$ cat src/rtl/kss_pkg.sv
// Package: shared constants for the role-tagged key slot store.
// Assumes: flag vectors are FLG_W bits, with one bit per triple-DES pass role.
package kss_pkg;
    localparam int unsigned FLG_W     = 3;
    localparam int unsigned FLG_FIRST = 0;
    localparam int unsigned FLG_MID   = 1;
    localparam int unsigned FLG_LAST  = 2;
endpackage

$ cat src/rtl/kss_slot_array.sv
// Module: key and role-flag storage with gated writes and a priority wipe.
// Assumes: zeroize may arrive in any cycle; it outranks writes and reset is synchronous.
module kss_slot_array
    import kss_pkg::*;
#(
    parameter int unsigned NUM_SLOTS = 6,
    parameter int unsigned KEY_W     = 56,
    parameter int unsigned IDX_W     = $clog2(NUM_SLOTS)
) (
    input  logic                              clk,
    input  logic                              rst_n,
    input  logic                              zeroize,
    input  logic                              key_mode,
    input  logic                              wr_en,
    input  logic [IDX_W-1:0]                  wr_slot,
    input  logic [KEY_W-1:0]                  wr_key,
    input  logic [FLG_W-1:0]                  wr_flags,
    output logic [NUM_SLOTS-1:0][KEY_W-1:0]   slot_keys,
    output logic [NUM_SLOTS-1:0][FLG_W-1:0]   slot_flags
);

    logic wr_ok;

    // Write is allowed only in key-entry mode and never during a wipe.
    always_comb wr_ok = wr_en && key_mode && !zeroize;

    for (genvar s = 0; s < NUM_SLOTS; s++) begin : g_slot
        // Per-slot register: reset or wipe clears it, and a matching write loads it.
        always_ff @(posedge clk) begin
            if (!rst_n || zeroize) begin
                slot_keys[s]  <= '0;
                slot_flags[s] <= '0;
            end else if (wr_ok && wr_slot == IDX_W'(s)) begin
                slot_keys[s]  <= wr_key;
                slot_flags[s] <= wr_flags;
            end
        end
    end

    assert_zeroize_clears_R8: assert property (@(posedge clk) disable iff (!rst_n)
        zeroize |=> (slot_keys == '0 && slot_flags == '0));

    assert_locked_write_R2: assert property (@(posedge clk) disable iff (!rst_n)
        (!key_mode && !zeroize) |=> ($stable(slot_keys) && $stable(slot_flags)));

endmodule

$ cat src/rtl/kss_set_resolver.sv
// Module: combinational search for the middle and last slots of a requested key set.
// Assumes: lower slot numbers win; a first slot that is also flagged last forms a 2-key set.
module kss_set_resolver
    import kss_pkg::*;
#(
    parameter int unsigned NUM_SLOTS = 6,
    parameter int unsigned IDX_W     = $clog2(NUM_SLOTS)
) (
    input  logic [NUM_SLOTS-1:0][FLG_W-1:0] slot_flags,
    input  logic [IDX_W-1:0]                first_idx,
    output logic                            set_ok,
    output logic [IDX_W-1:0]                mid_idx,
    output logic [IDX_W-1:0]                last_idx
);

    logic first_ok;
    logic two_key;
    logic mid_hit;
    logic last_hit;

    // Validate the first slot, then scan upward for the middle and last roles.
    always_comb begin
        first_ok = 1'b0;
        two_key  = 1'b0;
        mid_hit  = 1'b0;
        last_hit = 1'b0;
        mid_idx  = '0;
        last_idx = '0;
        for (int i = 0; i < NUM_SLOTS; i++) begin
            if (first_idx == IDX_W'(i) && slot_flags[i][FLG_FIRST]) first_ok = 1'b1;
            if (first_idx == IDX_W'(i) && slot_flags[i][FLG_LAST])  two_key  = 1'b1;
        end
        for (int i = 0; i < NUM_SLOTS; i++) begin
            if (!mid_hit && IDX_W'(i) > first_idx && slot_flags[i][FLG_MID]) begin
                mid_hit = 1'b1;
                mid_idx = IDX_W'(i);
            end
        end
        if (two_key) begin
            last_hit = 1'b1;
            last_idx = first_idx;
        end else begin
            for (int i = 0; i < NUM_SLOTS; i++) begin
                if (!last_hit && mid_hit && IDX_W'(i) > mid_idx && slot_flags[i][FLG_LAST]) begin
                    last_hit = 1'b1;
                    last_idx = IDX_W'(i);
                end
            end
        end
        set_ok = first_ok && mid_hit && last_hit;
    end

endmodule

$ cat src/rtl/key_slot_store.sv
// Module: six-slot role-tagged DES key store, with a registered lookup port for the cipher engine.
// Assumes: the lookup result is the only key egress; keys are driven only while rd_valid is high.
module key_slot_store
    import kss_pkg::*;
#(
    parameter int unsigned NUM_SLOTS = 6,
    parameter int unsigned KEY_W     = 56,
    parameter int unsigned IDX_W     = $clog2(NUM_SLOTS)
) (
    input  logic             clk,
    input  logic             rst_n,
    input  logic             zeroize,
    input  logic             key_mode,
    input  logic             wr_en,
    input  logic [IDX_W-1:0] wr_slot,
    input  logic [KEY_W-1:0] wr_key,
    input  logic [2:0]       wr_flags,
    input  logic             rd_req,
    input  logic [IDX_W-1:0] rd_first,
    output logic             rd_valid,
    output logic             rd_err,
    output logic [KEY_W-1:0] key_first,
    output logic [KEY_W-1:0] key_mid,
    output logic [KEY_W-1:0] key_last
);

    logic [NUM_SLOTS-1:0][KEY_W-1:0] slot_keys;
    logic [NUM_SLOTS-1:0][FLG_W-1:0] slot_flags;
    logic                            set_ok;
    logic [IDX_W-1:0]                mid_idx;
    logic [IDX_W-1:0]                last_idx;

    kss_slot_array #(.NUM_SLOTS(NUM_SLOTS), .KEY_W(KEY_W), .IDX_W(IDX_W)) u_array (
        .clk(clk), .rst_n(rst_n), .zeroize(zeroize), .key_mode(key_mode),
        .wr_en(wr_en), .wr_slot(wr_slot), .wr_key(wr_key), .wr_flags(wr_flags),
        .slot_keys(slot_keys), .slot_flags(slot_flags)
    );

    kss_set_resolver #(.NUM_SLOTS(NUM_SLOTS), .IDX_W(IDX_W)) u_resolve (
        .slot_flags(slot_flags), .first_idx(rd_first),
        .set_ok(set_ok), .mid_idx(mid_idx), .last_idx(last_idx)
    );

    // Select one stored key by slot index; an index out of range yields zero.
    function automatic logic [KEY_W-1:0] pick(input logic [NUM_SLOTS-1:0][KEY_W-1:0] keys,
                                              input logic [IDX_W-1:0] idx);
        logic [KEY_W-1:0] k;
        k = '0;
        for (int i = 0; i < NUM_SLOTS; i++)
            if (idx == IDX_W'(i)) k = keys[i];
        return k;
    endfunction

    // Register the lookup outcome: keys on success, an error pulse otherwise, and nothing during a wipe.
    always_ff @(posedge clk) begin
        if (!rst_n) begin
            rd_valid  <= 1'b0;
            rd_err    <= 1'b0;
            key_first <= '0;
            key_mid   <= '0;
            key_last  <= '0;
        end else if (rd_req && set_ok && !zeroize) begin
            rd_valid  <= 1'b1;
            rd_err    <= 1'b0;
            key_first <= pick(slot_keys, rd_first);
            key_mid   <= pick(slot_keys, mid_idx);
            key_last  <= pick(slot_keys, last_idx);
        end else begin
            rd_valid  <= 1'b0;
            rd_err    <= rd_req;
            key_first <= '0;
            key_mid   <= '0;
            key_last  <= '0;
        end
    end

    assert_result_exclusive_R3: assert property (@(posedge clk) disable iff (!rst_n)
        !(rd_valid && rd_err));

    assert_result_needs_request_R3: assert property (@(posedge clk) disable iff (!rst_n)
        !rd_req |=> !(rd_valid || rd_err));

    assert_keys_quiet_R11: assert property (@(posedge clk) disable iff (!rst_n)
        !rd_valid |-> (key_first == '0 && key_mid == '0 && key_last == '0));

    assert_wipe_blocks_lookup_R8: assert property (@(posedge clk) disable iff (!rst_n)
        zeroize |=> !rd_valid);

endmodule

$ cat config.mk
export PLATFORM = sky130hd
export DESIGN_NAME = key_slot_store
export DESIGN_NICKNAME = d
export VERILOG_FILES = /design/src/rtl/kss_pkg.sv /design/src/rtl/kss_slot_array.sv /design/src/rtl/kss_set_resolver.sv /design/src/rtl/key_slot_store.sv
export SDC_FILE = /design/constraint.sdc
export NUM_CORES = 1
export LEC_CHECK = 0
export BUFFER_PORTS_ARGS = -buffer_cell sky130_fd_sc_hd__buf_2
export CORE_ASPECT_RATIO = 0.9
export CORE_MARGIN = 1
export CORE_UTILIZATION = 40
export CTS_BUF_LIST = sky130_fd_sc_hd__clkbuf_4 sky130_fd_sc_hd__clkbuf_8 sky130_fd_sc_hd__clkbuf_16
export DETAILED_ROUTE_END_ITERATION = 8
export PLACE_DENSITY = 0.65
export RECOVER_POWER = 25
export SLEW_MARGIN = 25
export SYNTH_ARGS = -nofsm -noshare
export SYNTH_HDL_FRONTEND = slang
export SYNTH_HIERARCHICAL = 1
export SYNTH_SLANG_ARGS = --single-unit
export TNS_END_PERCENT = 50
$ cat constraint.sdc
create_clock -name clk -period 2.3 [get_ports clk]
set_clock_uncertainty 0.2 [all_clocks]
set_input_delay 0.115 -clock clk [delete_from_list [all_inputs] [get_ports clk]]
set_output_delay 0.115 -clock clk [all_outputs]
set_load 0.01 [all_outputs]
==> reports/results.ini <==
[run]
maxCapViolations = 0

[synth]
syn-instance-count = 2587
yosysWarnings = 6
synth_area_um2 = 24910
syn_nets = 2658
syn_area_per_cell_um2 = 9.628

[clocking]
insertion_delay_ns = 0.63
cts_tree = yes
clock_sinks = 523
cts_buffers = 55
htreeDepth = 2
cts_buffer_depth = 3
clockRootBuffer = clkbuf_16
path_clk_slew_ns = 0.07

[worst_setup_path]
critPathCapture = key_last[38]
r2r_end = key_last[38]
arrival_ns = 2.94
ff2ff_setup_slack_ns = -0.32
r2r_start = u_array/slot_flags[10]
setup.worst_path.class = reg -> reg
required_ns = 2.62
startpoint = u_array/slot_flags[10]
critPathMaxFanout = 8
cp-end-kind = register
startpoint_type = register
reg2regPathDepth = 10

[global_route]
grt_pass1_vias = 22585
grt_max_degree = 69
grt.total_usage_pct = 28.34
grt_first_pass_wirelength_um = 137900
antenna_found_initial = 2
gr-total-overflow = 0

[placed_design]
dp_hpwl_um = 53830
place_area_um2 = 28290
gp_congestion = 0.9024
port_buffers = 240

[timing]
slew_violations = 0
slew_headroom_pct = 32.58
setup_viol = 172
worst_slew_pin_slew_ns = 1.011
period_share_pct = 113.8
min_period_ns = 2.617
max_freq_mhz = 382.1
layout_setup_ws_ns = -0.3169
hold_viol_final = 0
rsz0062_at_grt = yes

[route]
drt-initial-drc-count = 2492
drc_errors = 0
post_drt_via_cell_ratio = 5.973
routed_wl_um = 94630
drtAntennaViolNets = 0
vias = 22953
wl_per_cell_um = 24.62
detail_route.first_pass.iterations = 6

[final_layout]
nets = 3079
areaGrowthSynthToFinish_pct = 34.93
finalInstanceArea_um2 = 33610
utilization_pct = 54.79
final_cell_mix = nand2_1 (557), dfxtp_1 (516), mux2i_1 (367), mux2_2 (243), buf_4 (153)
final_common_cell = nand2_1
drive_gt1_share_pct = 34.58
diodes = 0

[floorplanning]
rows = 86
die_x_um = 265.0
core_area_um2 = 61330
io_pins = 241
start_util_pct = 40.61
die_h_um = 238.7
die_area_um2 = 63270

[power_and_ir_drop]
swShare_pct = 22.56
power.density_nw_per_um2 = 592.9
leakage_nw = 14.03
vdd_drop_max_v = 0.0004996
power_frac_seq_pct = 45.6
p_comb_share_pct = 4.6
clock_power_share_pct = 49.7
p_switching_w = 0.004495
power.internal_w = 0.01543

[status]
violations = negative setup slack
status = finished with violations

[min_path]
hp-class = in -> reg

==> layer usage <==
layer	global-route usage (%)	wire length (um)	vias to the layer above
met2	45.64	43250	1427
met4	12.44	4065	0
met1	36.66	38160	11090
met3	5.768	9153	313
li1	-	-	10123
met5	0	0	-
==> registers in the layout, summed over array words and instances, names as in the netlist <==
register,count
key_first,56
key_last,56
key_mid,56
rd_err,1
rd_valid,1
u_array/slot_flags,17
u_array/slot_keys,336
==> worst min path at each step <==
stage,from,to,slack [ns],cells past startpoint
after global placement,rd_req,rd_err,0.21,3
after floorplan,rd_req,rd_err,0.03,2
after detailed placement,rd_req,rd_err,0.22,3
after CTS,zeroize,u_array/slot_keys[292],0.01,3
final,zeroize,u_array/slot_keys[15],0.05,4
after global routing,zeroize,u_array/slot_keys[45],0.05,4
==> layout make-up <==
cell class / instances / area, um^2
flip-flops and latches: 523 / 10480
well taps: 792 / 991.0
inverters: 9 / 47.55
clock inverters: 22 / 342.8
multi-input cells: 1823 / 14590
clock buffers: 78 / 1659
repair inverters: 1 / 11.26
repair buffers: 595 / 5487
fillers: 5136 / 27730
==> power groups by stage <==
| stage | registers (W) | clock network, W | logic [W] |
|---|---|---|---|
| 5_1_grt | 0.00909 | 0.0104 | 0.000950 |
| 3_5_place_dp | 0.00929 | 0 | 0.000777 |
| 3_3_place_gp | 0.00929 | 0 | 0.000764 |
| 4_1_cts | 0.00909 | 0.00996 | 0.000884 |
| 6_report | 0.00909 | 0.00991 | 0.000921 |
| 2_1_floorplan | 0.00929 | 0 | 0.000444 |
==> what timing repair did <==
item                                    CTS  global route
hold buffers                             67             0
hold endpoints to repair                358             0
cloned                                   20             6
pin swaps                                58            52
endpoints found under the setup margin  166           245
gates resized for setup                 255           146
buffers inserted                         52            32
==> critical path, cell delays in order (launching register included) <==
cell       delay, ns
dfxtp_4         0.37
inv_2           0.07
a21oi_2         0.07
o311ai_4        0.34
a21oi_2         0.07
o32a_4          0.47
buf_12          0.20
clkbuf_16       0.17
mux2_4          0.31
o221ai_2        0.14
a21oi_1         0.08
==> metrics by stage <==
step,setup TNS (ns),cells,power [W],worst slack (ns),hold WS (ns)
CTS,-21.48,3815,0.01993,-0.2482,0.01035
finish,-30.98,3843,0.01992,-0.3169,0.04748
floorplan,-0.3917,2587,0.009731,-0.03227,0.03109
global placement,-24.13,3578,0.01006,-0.3030,0.2057
global route,-47.61,3843,0.02041,-0.3833,0.04968
detailed placement,-30.87,3578,0.01007,-0.3607,0.2197
Note: power is estimated with default switching activity, not from simulation.
